`src/rtl/ilk_pkg.sv`:
```
package ilk_pkg;

    localparam int MAXLAT = 3;
    localparam int CNTW   = $clog2(MAXLAT + 1);

    typedef enum logic [1:0] {
        K_INT   = 2'd0,
        K_FPALU = 2'd1,
        K_LOAD  = 2'd2,
        K_STORE = 2'd3
    } kind_e;

    typedef struct packed {
        logic [CNTW-1:0] cnt;
        kind_e           cls;
    } track_t;

    // cycles that must separate a producer of kind p from a consumer of kind c
    function automatic logic [CNTW-1:0] pair_lat(kind_e p, kind_e c);
        logic [CNTW-1:0] r;
        r = '0;
        if (p == K_FPALU && c == K_FPALU) r = CNTW'(3);
        if (p == K_FPALU && c == K_STORE) r = CNTW'(2);
        if (p == K_LOAD  && c == K_FPALU) r = CNTW'(1);
        return r;
    endfunction

    // largest spacing any consumer can need from producer kind p
    function automatic logic [CNTW-1:0] max_lat(kind_e p);
        logic [CNTW-1:0] r;
        case (p)
            K_FPALU: r = CNTW'(3);
            K_LOAD:  r = CNTW'(1);
            default: r = '0;
        endcase
        return r;
    endfunction

endpackage

```
`src/rtl/ilk_entry.sv`:
```
module ilk_entry
    import ilk_pkg::*;
(
    input  logic   clk,
    input  logic   rst,
    input  logic   ld,
    input  kind_e  ld_cls,
    output track_t q
);
    always_ff @(posedge clk) begin
        if (rst) begin
            q.cnt <= '0;
            q.cls <= K_INT;
        end else if (ld) begin
            q.cnt <= max_lat(ld_cls);
            q.cls <= ld_cls;
        end else if (q.cnt != '0) begin
            q.cnt <= q.cnt - 1'b1;
        end
    end
endmodule

```
`src/rtl/ilk_bank.sv`:
```
module ilk_bank
    import ilk_pkg::*;
#(
    parameter int NREGS     = 32,
    parameter bit SKIP_ZERO = 1'b0,
    localparam int IDXW     = $clog2(NREGS)
) (
    input  logic            clk,
    input  logic            rst,
    input  logic            wr_en,
    input  logic [IDXW-1:0] wr_idx,
    input  kind_e           wr_cls,
    input  logic [IDXW-1:0] rd_idx_a,
    input  logic [IDXW-1:0] rd_idx_b,
    output track_t          rd_a,
    output track_t          rd_b
);
    track_t trk [NREGS];

    for (genvar i = 0; i < NREGS; i++) begin : g_reg
        if (SKIP_ZERO && i == 0) begin : g_hard
            assign trk[i] = '{cnt: '0, cls: K_INT};
        end else begin : g_trk
            ilk_entry u_entry (
                .clk    (clk),
                .rst    (rst),
                .ld     (wr_en && wr_idx == IDXW'(i)),
                .ld_cls (wr_cls),
                .q      (trk[i])
            );
        end
    end

    assign rd_a = trk[rd_idx_a];
    assign rd_b = trk[rd_idx_b];
endmodule

```
`src/rtl/ilk_src_check.sv`:
```
module ilk_src_check
    import ilk_pkg::*;
(
    input  logic   used,
    input  logic   fp,
    input  track_t trk_int,
    input  track_t trk_fp,
    input  kind_e  cons,
    output logic   hit
);
    track_t sel;
    logic [CNTW-1:0] slack;

    always_comb begin
        sel   = fp ? trk_fp : trk_int;
        // remaining count above this threshold means the gap is still too short
        slack = max_lat(sel.cls) - pair_lat(sel.cls, cons);
        hit   = used && (sel.cnt > slack);
    end
endmodule

```
`src/rtl/lat_interlock.sv`:
```
module lat_interlock
    import ilk_pkg::*;
#(
    parameter int NREGS   = 32,
    localparam int IDXW   = $clog2(NREGS),
    localparam int NSRC   = 2
) (
    input  logic            clk,
    input  logic            rst,
    input  logic            dec_valid,
    input  logic [1:0]      dec_kind,
    input  logic            dec_sa_used,
    input  logic            dec_sa_fp,
    input  logic [IDXW-1:0] dec_sa_idx,
    input  logic            dec_sb_used,
    input  logic            dec_sb_fp,
    input  logic [IDXW-1:0] dec_sb_idx,
    input  logic            dec_wr_en,
    input  logic            dec_wr_fp,
    input  logic [IDXW-1:0] dec_wr_idx,
    output logic            stall,
    output logic            issue
);
    kind_e  kind;
    track_t int_rd [NSRC];
    track_t fp_rd  [NSRC];
    logic   s_used [NSRC];
    logic   s_fp   [NSRC];
    logic [NSRC-1:0] hits;
    logic   writes;

    assign kind      = kind_e'(dec_kind);
    assign s_used[0] = dec_sa_used;
    assign s_used[1] = dec_sb_used;
    assign s_fp[0]   = dec_sa_fp;
    assign s_fp[1]   = dec_sb_fp;

    // stores name no destination; their write-enable is disregarded
    assign writes = issue && dec_wr_en && (kind != K_STORE);

    ilk_bank #(.NREGS(NREGS), .SKIP_ZERO(1'b1)) u_int_bank (
        .clk      (clk),
        .rst      (rst),
        .wr_en    (writes && !dec_wr_fp),
        .wr_idx   (dec_wr_idx),
        .wr_cls   (kind),
        .rd_idx_a (dec_sa_idx),
        .rd_idx_b (dec_sb_idx),
        .rd_a     (int_rd[0]),
        .rd_b     (int_rd[1])
    );

    ilk_bank #(.NREGS(NREGS), .SKIP_ZERO(1'b0)) u_fp_bank (
        .clk      (clk),
        .rst      (rst),
        .wr_en    (writes && dec_wr_fp),
        .wr_idx   (dec_wr_idx),
        .wr_cls   (kind),
        .rd_idx_a (dec_sa_idx),
        .rd_idx_b (dec_sb_idx),
        .rd_a     (fp_rd[0]),
        .rd_b     (fp_rd[1])
    );

    for (genvar j = 0; j < NSRC; j++) begin : g_src
        ilk_src_check u_chk (
            .used    (s_used[j]),
            .fp      (s_fp[j]),
            .trk_int (int_rd[j]),
            .trk_fp  (fp_rd[j]),
            .cons    (kind),
            .hit     (hits[j])
        );
    end

    assign stall = dec_valid && (|hits);
    assign issue = dec_valid && !(|hits);
endmodule

```
`config.mk`:
```
export PLATFORM = sky130hd
export DESIGN_NAME = lat_interlock
export DESIGN_NICKNAME = d
export VERILOG_FILES = /design/src/rtl/ilk_pkg.sv /design/src/rtl/ilk_entry.sv /design/src/rtl/ilk_bank.sv /design/src/rtl/ilk_src_check.sv /design/src/rtl/lat_interlock.sv
export SDC_FILE = /design/constraint.sdc
export NUM_CORES = 1
export LEC_CHECK = 0
export BUFFER_PORTS_ARGS = -buffer_cell sky130_fd_sc_hd__buf_2
export CAP_MARGIN = 20
export CORE_MARGIN = 3
export CORE_UTILIZATION = 40
export DETAILED_ROUTE_END_ITERATION = 16
export PLACE_DENSITY = 0.57
export SLEW_MARGIN = 40
export SYNTH_ARGS = -nofsm -noshare
export SYNTH_HDL_FRONTEND = slang
export SYNTH_SLANG_ARGS = --single-unit
```
`constraint.sdc`:
```
create_clock -name clk -period 6.4 [get_ports clk]
set_clock_uncertainty 0.05 [all_clocks]
set_input_delay 0.64 -clock clk [delete_from_list [all_inputs] [get_ports clk]]
set_output_delay 0.64 -clock clk [all_outputs]
set_load 0.05 [all_outputs]
```
# ---- Word level (Yosys, flattened, before mapping)
# Cells that the tools add are included.
dict set report totals {
  elab_cells 592
  output_inout_bits 2
  inputBits 26
  reg_bits 252
}
dict set report op_classes {
  n_mux 149
  add_sub_neg 65
  n_lt_le_gt_ge 4
  eq_ne 39
  bitwise 2
  reduce_logical 207
}
# op count
set op_table {}
lappend op_table {{2-to-1 mux 2 bit} 132}
lappend op_table {{nonzero test 2 bit} 126}
lappend op_table {{subtractor 2 x 1 -> 2 bit, second input constant} 63}
lappend op_table {{binary-select mux 4 bit (select 5 bit)} 4}
lappend op_table {{equality test 5 bit, second input constant} 16}
lappend op_table {{logical AND 1 bit} 77}
lappend op_table {{equality test 5 x 4 -> 1 bit, second input constant} 8}
lappend op_table {{2-to-1 mux 4 bit} 10}
lappend op_table {{equality test 5 x 3 -> 1 bit, second input constant} 4}
lappend op_table {{greater-or-equal comparator 6 bit, second input constant} 2}
lappend op_table {{inverter 5 -> 6 bit} 2}
lappend op_table {{one-hot mux 2 bit (2 select lines)} 3}
lappend op_table {{equality test 5 x 2 -> 1 bit, second input constant} 2}
lappend op_table {{equality test 2 bit, second input constant} 4}
lappend op_table {{equality test 2 x 1 -> 1 bit, second input constant} 3}
lappend op_table {{equality test 5 x 1 -> 1 bit, second input constant} 1}
lappend op_table {{logical NOT 5 bit} 1}
lappend op_table {{> comparator 2 bit} 2}
lappend op_table {{subtractor 2 bit} 2}
lappend op_table {{logical NOT 1 bit} 2}
lappend op_table {{inequality test 2 bit, second input constant} 1}
lappend op_table {{OR reduction 2 bit} 1}

# ---- Depth between registers and ports, before layout
# Gate-level depths: netlist of the first run.
dict set report depth {
  word_depth 21
  depth_mapped 24
  mapped_depth_nobuf 17
}

# ---- By module
# A second synthesis of the first run with hierarchy kept.
dict set report hier_totals {
  hier_cells 1759
  hier_area_um2 17819.6
}
# mod area_per_inst_um2 cells_each seq_area_each_um2 instances
set modules_own_cells {}
lappend modules_own_cells {ilk_entry 203.9 21 80.1 63}
lappend modules_own_cells {{ilk_bank at u_int_bank} 2367.3 230 0.0 1}
lappend modules_own_cells {{ilk_bank at u_fp_bank} 2215.9 157 0.0 1}
lappend modules_own_cells {ilk_src_check 172.7 22 0.0 2}
lappend modules_own_cells {lat_interlock 42.5 5 0.0 1}

# ---- Worst setup path after synthesis of the first run
# Ideal clock, no wire load.
dict set report synth_path {
  path_kind {input to output}
  startpoint {input dec_sa_idx[0]}
  endpoint {output stall}
  arrival_ns 5.113
  cell_stages 20
  path_buffers 5
  slack_ns 0.597
  required_ns 5.710
  cell_sequence {buf_4 buf_6 buf_6 mux4_2 mux2i_1 mux2i_1 a32oi_1 o21ai_0 ha_1 and2b_1 o21a_1 ha_1 xnor2_1 xnor2_1 ha_1 nor2b_1 o211ai_1 buf_2 buf_2 a21boi_0}
}
dict set report synth_via {
  elab_chain_cells 15
  word_cells_on_any_way 22
  classes_between {add/sub (1); order compare (1); eq/ne (2); mux (11); bitwise (1); reduce/logical (6)}
}
# item line_no
set synth_lines {}
lappend synth_lines {{start: declaration} lat_interlock.sv:14} ;# input logic [IDXW-1:0] dec_sa_idx,
lappend synth_lines {{inverter 5 -> 6 bit (implied by the code) *} ilk_bank.sv:34} ;# assign rd_a = trk[rd_idx_a];
lappend synth_lines {{binary-select mux 4 bit (select 5 bit)} ilk_bank.sv:34}
lappend synth_lines {{2-to-1 mux 4 bit (implied by the code) (2 in a row)} ilk_bank.sv:34}
lappend synth_lines {{2-to-1 mux 4 bit *} ilk_src_check.sv:15} ;# sel = fp ? trk_fp : trk_int;
lappend synth_lines {{equality test 2 x 1 -> 1 bit} {ilk_pkg.sv:22, ilk_pkg.sv:23, ilk_pkg.sv:31}}
lappend synth_lines {{logical AND 1 bit} ilk_pkg.sv:22} ;# if (p == K_FPALU && c == K_FPALU) r = CNTW'(3);
lappend synth_lines {{2-to-1 mux 2 bit} ilk_pkg.sv:22}
lappend synth_lines {{2-to-1 mux 2 bit} ilk_pkg.sv:23} ;# if (p == K_FPALU && c == K_STORE) r = CNTW'(2);
lappend synth_lines {{2-to-1 mux 2 bit} ilk_pkg.sv:24} ;# if (p == K_LOAD && c == K_FPALU) r = CNTW'(1);
lappend synth_lines {{subtractor 2 bit} ilk_src_check.sv:17} ;# slack = max_lat(sel.cls) - pair_lat(sel.cls, cons);
lappend synth_lines {{> comparator 2 bit *} ilk_src_check.sv:18} ;# hit = used && (sel.cnt > slack);
lappend synth_lines {{logical AND 1 bit *} ilk_src_check.sv:18}
lappend synth_lines {{OR reduction 2 bit *} lat_interlock.sv:76} ;# assign stall = dec_valid && (|hits);
lappend synth_lines {{logical AND 1 bit *} lat_interlock.sv:76}
lappend synth_lines {{end: declaration} lat_interlock.sv:21} ;# output logic stall,
# Every way passes the cells marked *; elsewhere a longest branch is shown, timed or not. The select of a mux whose other input is x is not followed.

# ---- Final worst setup path of the first run
dict set report layout_path {
  startpoint {input dec_sa_idx[2]}
  endpoint {output stall}
}
# Same word-level chain as after synthesis.

==> results.yml, run 1 <==
finish:
  layout.cells.non_filler: 2337
  nets: 1878
  area_growth_syn_to_layout_pct: 9.33
  drive_gt1_share_pct: 20.1
global_routing:
  grt_pass1_wl_um: 82000
  antenna_found_initial: 2
  grt_overflow: 0
  track_usage_pct: 23.4
  grt_max_degree: 126
  grt_pass1_vias: 13400
worst_setup_path:
  setup.worst_path.class: "input port to output pin"
  crit_required_ns: 5.71
  cp_max_fo: 18
  arrival_ns: 5.21
  start_kind: "input port"
  end_kind: "output pin"
clocking:
  tritoncts: "done"
  cts_buffers: 29
  htree_levels: 1
  clk-insertion-delay-late_ns: 0.58
  postCtsHoldBufs: 0
  cts_root_buffer: "clkbuf_16"
  clock_path_buffers: 3
  clkSinkCount: 252
  cts_setup_buffers: 0
  cts.repair.resized: 0
  clk_pin_slew_ns: 0.06
outcome:
  status: "completed"
floorplan:
  io_pins: 28
  initial_core_util_pct: 40.8
  die-area_um2: 45600
  die_height_um: 213
  rows: 75
  die_w_um: 213
  core_um2: 42200
sta:
  fin_ws_ns: 0.499
  min_period_over_period_pct: 92.2
  worst_pin_slew_ns: 0.825
  setup_violations: 0
  rsz0062_at_grt: "false"
  tns_ns: 0
  min_period_ns: 5.90
  timing.fmax_mhz: 169
  relSlewSlack_pct: 45.0
  final_hold_viol_count: 0
  finalMaxSlewViolations: 0
drt:
  drt_iter0_drc: 1275
  drt-total-wl_um: 53700
  drtPass1Iterations: 6
  vias: 14000
  viasPerCell: 5.99
  drtAntennaViolNets: 0
  drc: 0
  wl_per_cell_um: 23.0
power:
  power.density_nw_per_um2: 365
  power.total_mw: 6.86
  ir_worst_vdd_mv: 0.213
  leakagePower_nw: 7.83
placement:
  io_buffers: 27
  place_congestion: 0.910
  dp_slack_ns: 0.371
  place_hpwl_um: 37900
  dp.cells: 2282
yosys:
  synthMostInstantiatedCell: "dfxtp_1"
  yosysUniqueCellTypes: 68
  synth_top_area_share_pct: 29.3
  synth_nets: 1912
  async_flop_share_pct: 0
  yosys-top-cells-count: "252 x dfxtp_1, 250 x nor2_1, 156 x mux2i_1, 138 x nand2_1, 132 x inv_1"
  ys.flop_type: "dfxtp_1"
  synth.cell_area_um2: 17200
  synth_top_cells_by_area: "dfxtp_1 29%, mux4_2 15%, mux2i_1 9.1%, ha_1 5.7%, nor2_1 5.5%"
  synth_top_area_cell: "dfxtp_1"
  yosysWarningCount: 0
  ys_seq_area_share_pct: 29.3
  synth_edf_count: 0
  synthCells: 1808
  synth_seq_cells: 252
  avgSynthCellArea_um2: 9.52
worst_hold_path:
  worstHoldPathType: "flop to flop"
run:
  timing.max_cap.violations: 0
-- critical path, cell delays in order --
cell and delay [ns]:
buf_2 0.51, buf_4 0.34, nor2b_1 0.32, nand2_1 0.09
o2111a_1 0.16, nor4b_1 0.39, a31oi_1 0.13, ha_1 0.22
and2b_1 0.15, o21a_1 0.18, ha_1 0.19, xnor2_1 0.17
xnor2_1 0.10, ha_1 0.29, nor2b_1 0.12, o211ai_1 0.23
a21boi_0 0.56, buf_2 0.37
-- registers in the layout (all words and copies together) (netlist names) --
name and count:
u_fp_bank.g.g_trk.u_entry.q 128, u_int_bank.g.g_trk.u_entry.q 124
-- logic make-up (layout without fill, tap and decap cells) --
family          Yosys count  after routing  share of synthesized area, %
other cells               0              1                             0
compound gates          193            193                          6.77
flops                   252            252                          29.3
xor+xnor                 67             67                          3.41
mux                     356            356                          30.5
fa+ha+maj                78             78                          5.67
simple gates            591            591                          17.4
buf+inv                 271            260                          6.97
-- where the power goes --
| part | internal (mW) | switching, mW | leakage [nW] | total (mW) |
|---|---|---|---|---|
| sequential | 1.91 | 0.338 | 2.06 | 2.25 |
| clock | 0.974 | 0.709 | 0.477 | 1.68 |
| combinational | 1.43 | 1.50 | 5.29 | 2.93 |
-- per-layer routing --
layer | part of all wire [%] | vias to the layer above | wire length [µm] | track usage (%)
met1 | 44 | 7030 | 23700 | 32.9
met5 | 0.019 | - | 10 | 0
li1 | - | 6373 | - | -
met3 | 6.4 | 96 | 3420 | 3.07
met4 | 3.0 | 2 | 1580 | 6.72
met2 | 46 | 497 | 24900 | 38.0
-- placed cells by master (no fill, tap or decap), drive strengths merged, types with 55 or more instances in the layout --
master / n
ha: 78
mux2: 78
dfxtp: 252
o21ai: 73
mux2i: 156
buf: 72
nand3: 55
xor2: 63
mux4: 122
nand2: 138
a21oi: 59
nand4: 65
nor2: 276
inv: 133
-- stage by stage --
stage	cell area (µm²)	hold WS [ns]	utilization (%)
CTS	18800	0.415	44.5
detailed placement	17800	0.406	42.3
global route	18800	0.442	44.6
finish	18800	0.415	44.6
floorplan	17200	0.387	-
global placement	17700	0.398	42.0
-- final cells by class --
cell class | instances | area, µm²
Fill cell | 4047 | 23400
Multi-Input combinational cell | 1285 | 11000
Sequential cell | 252 | 5040
Clock buffer | 42 | 865
Tap cell | 539 | 674
Timing Repair Buffer | 73 | 639
Inverter | 133 | 499
Clock inverter | 12 | 93.8
Antenna cell | 1 | 2.50
-- worst paths after layout --
kind / from / endpoint / slack (ns) / cells after the start
worst max register to register: u_fp_bank.g_reg[18].g_trk.u_entry.q[0] / u_int_bank.g_reg[5].g_trk.u_entry.q[2] / 1.14 / 19
worst max-delay path: dec_sa_idx[2] / stall / 0.50 / 18
worst min-delay path: u_int_bank.g_reg[3].g_trk.u_entry.q[1] / u_int_bank.g_reg[3].g_trk.u_entry.q[1] / 0.42 / 2
worst min register to register: u_int_bank.g_reg[3].g_trk.u_entry.q[1] / u_int_bank.g_reg[3].g_trk.u_entry.q[1] / 0.42 / 2
No activity file was read; power rests on OpenSTA's default activity.
==> run 2, diff against run 1 <==
Settings changed: SYNTH_HIERARCHICAL set to 1.
==> run 2 against run 1 <==
Net effect: flip-flop and latch count unchanged; sequential share of layout area decreased by 1.3 points; clock power increased by 15%; synthesized area increased by 3.5%; non-clock buffer count decreased by 23; cell area increased by 5.1%; die area increased by 3.4%; synthesized cell count decreased by 2.7%; combinational power decreased by 19%; highest routed layer is now met4.
==> results.yml, run 2 <==
outcome:
  status: "completed"
drt:
  wl_per_cell_um: 19.2
  drc: 0
  drt_iter0_drc: 1103
  drt-total-wl_um: 46200
  drtPass1Iterations: 6
  drtAntennaViolNets: 0
  vias: 13400
  viasPerCell: 5.55
sta:
  min_period_over_period_pct: 86.7
  timing.fmax_mhz: 180
  worst_pin_slew_ns: 0.819
  final_hold_viol_count: 0
  finalMaxSlewViolations: 0
  tns_ns: 0
  relSlewSlack_pct: 45.4
  rsz0062_at_grt: "false"
  setup_violations: 0
  fin_ws_ns: 0.852
  min_period_ns: 5.55
clocking:
  clkSinkCount: 252
  clock_path_buffers: 3
  cts_setup_buffers: 0
  tritoncts: "done"
  cts.repair.resized: 0
  htree_levels: 1
  cts_buffers: 31
  clk_pin_slew_ns: 0.06
  postCtsHoldBufs: 0
  cts_root_buffer: "clkbuf_16"
  clk-insertion-delay-late_ns: 0.59
global_routing:
  grt_max_degree: 160
  track_usage_pct: 19.5
  grt_overflow: 0
  grt_pass1_vias: 13200
  grt_pass1_wl_um: 73100
  antenna_found_initial: 2
yosys:
  synth_top_cells_by_area: "dfxtp_1 28%, mux4_2 16%, ha_1 9.5%, mux2i_1 8.5%, o32ai_2 5.8%"
  synth_seq_cells: 252
  synth_nets: 1921
  synthMostInstantiatedCell: "dfxtp_1"
  ys_seq_area_share_pct: 28.3
  synth_edf_count: 0
  ys.flop_type: "dfxtp_1"
  yosysUniqueCellTypes: 42
  avgSynthCellArea_um2: 10.1
  synth_top_area_cell: "dfxtp_1"
  yosys-top-cells-count: "252 x dfxtp_1, 199 x inv_1, 197 x nor2_1, 152 x mux2i_1, 138 x nor2b_1"
  synth_top_area_share_pct: 28.3
  yosysWarningCount: 6
  synthCells: 1759
  synth.cell_area_um2: 17800
  async_flop_share_pct: 0
placement:
  io_buffers: 27
  place_congestion: 0.880
  place_hpwl_um: 32900
  dp_slack_ns: 0.272
  placed_area_um2: 18600
  dp.cells: 2349
floorplan:
  die_w_um: 217
  io_pins: 28
  core_um2: 43600
  die_height_um: 217
  die-area_um2: 47100
  initial_core_util_pct: 40.9
  rows: 76
finish:
  layout.cells.non_filler: 2407
  area_growth_syn_to_layout_pct: 11.0
  layout_common_cells: "252 x dfxtp_1, 199 x inv_1, 197 x nor2_1"
  reg.largest.list: "u_fp_bank/g.g_trk.u_entry/q (128), u_int_bank/g.g_trk.u_entry/q (124)"
  largest_reg_flops: 128
  insertedDiodeCount: 0
  drive_gt1_share_pct: 17.7
  fin_area_um2: 19800
  fillers: 4176
  nets: 1959
  mostFrequentLayoutCell: "dfxtp_1"
  regMostFlops: "u_fp_bank/g.g_trk.u_entry/q"
worst_setup_path:
  r2r_start: "u_fp_bank/g_reg[23].g_trk.u_entry/q[0]"
  setup.worst_path.class: "input port to flop"
  crit_path_cell_trace: "buf_4, mux4_2, mux4_2, mux2_2, mux2i_1, inv_1, ha_1, nor2_1, nor3b_1, ha_1, xnor2_1, ha_1, a21oi_1, nor2_1, nor3b_2, and4_1, nor2b_1, nand2_1, nor2_1, or2_1, o32ai_2"
  reg2regPathDepth: 20
  reg2reg_to: "u_fp_bank/g_reg[8].g_trk.u_entry/q[3]"
  reg2reg_slack_ns: 1.23
  cp_max_fo: 36
  crit_path_max_incr_delay_ns: 0.60
  end_kind: "flop"
  arrival_ns: 5.92
  crit_required_ns: 6.77
  start_kind: "input port"
  cp_slowest_cell: "mux4_2"
worst_hold_path:
  min_from: "rst"
  holdPathEnd: "u_int_bank/g_reg[14].g_trk.u_entry/q[0]"
  hold_path_depth: 2
  worstHoldPathType: "input port to flop"
power:
  power.density_nw_per_um2: 331
  ir_worst_vdd_mv: 0.213
  leakagePower_nw: 7.56
run:
  timing.max_cap.violations: 0
-- run 2: layer usage --
layer | up-vias | part of all wire [%] | GRT usage, %
li1 | 6341 | - | -
met1 | 6588 | 46 | 26.9
met2 | 349 | 46 | 31.6
met3 | 77 | 6.0 | 3.46
met4 | 0 | 2.6 | 5.26
met5 | - | 0 | 0
-- run 2: through the flow --
| stage | power (mW) | util (%) | hold slack, ns |
|---|---|---|---|
| floorplan | 4.06 | - | 0.419 |
| global placement | 4.52 | 42.8 | 0.436 |
| detailed placement | 4.62 | 42.8 | 0.451 |
| CTS | 6.60 | 45.4 | 0.454 |
| global route | 6.98 | 45.4 | 0.485 |
| finish | 6.54 | 45.4 | 0.448 |
-- run 2: kinds of logic after synthesis --
| family | Yosys count | synth area share [%] |
|---|---|---|
| AOI/OAI and AO/OA | 187 | 10.6 |
| xor gates and xnor gates | 65 | 3.19 |
| adders and majority gates | 136 | 9.55 |
| buffers and inverters | 244 | 5.88 |
| DFF | 252 | 28.3 |
| muxes | 302 | 26.2 |
| and+or+nand+nor | 573 | 16.3 |
-- run 2: cell type report --
cell class	instances	area, µm²	area share [%]
flip-flops and latches	252	5040	25.5
repair buffers	50	394	1.99
inverters	199	747	3.78
clock inverters	18	258	1.30
multi-input cells	1263	11700	59.3
clock buffers	40	880	4.45
well taps	585	732	3.70
-- run 2: critical path, delay by kind of cell --
| kind | cells | cell delay (ns) |
|---|---|---|
| simple gates | 9 | 2.00 |
| mux | 4 | 1.63 |
| fa+ha+maj | 3 | 0.69 |
| buf+inv | 2 | 0.60 |
| compound gates | 2 | 0.22 |
| xor+xnor | 1 | 0.13 |
-- run 2: where the power goes --
| part | internal (mW) | switching (mW) |
|---|---|---|
| clock network | 1.21 | 0.735 |
| registers | 1.89 | 0.356 |
| logic | 1.28 | 1.08 |
| total | 4.37 | 2.17 |
-- run 2: worst max-delay path by stage --
stage,from,endpoint,slack (ns),depth (start not counted)
6_report,dec_sb_idx[1],u_fp_bank/g_reg[8].g_trk.u_entry/q[3],0.85,21
5_1_grt,dec_sb_idx[1],u_fp_bank/g_reg[8].g_trk.u_entry/q[3],0.48,20
4_1_cts,dec_sb_idx[1],u_fp_bank/g_reg[8].g_trk.u_entry/q[3],0.87,21
3_5_place_dp,dec_sb_idx[1],u_fp_bank/g_reg[8].g_trk.u_entry/q[3],0.27,21
3_3_place_gp,dec_sb_idx[1],u_fp_bank/g_reg[9].g_trk.u_entry/q[3],0.37,21
2_1_floorplan,dec_sa_idx[1],u_int_bank/g_reg[15].g_trk.u_entry/q[3],0.69,22
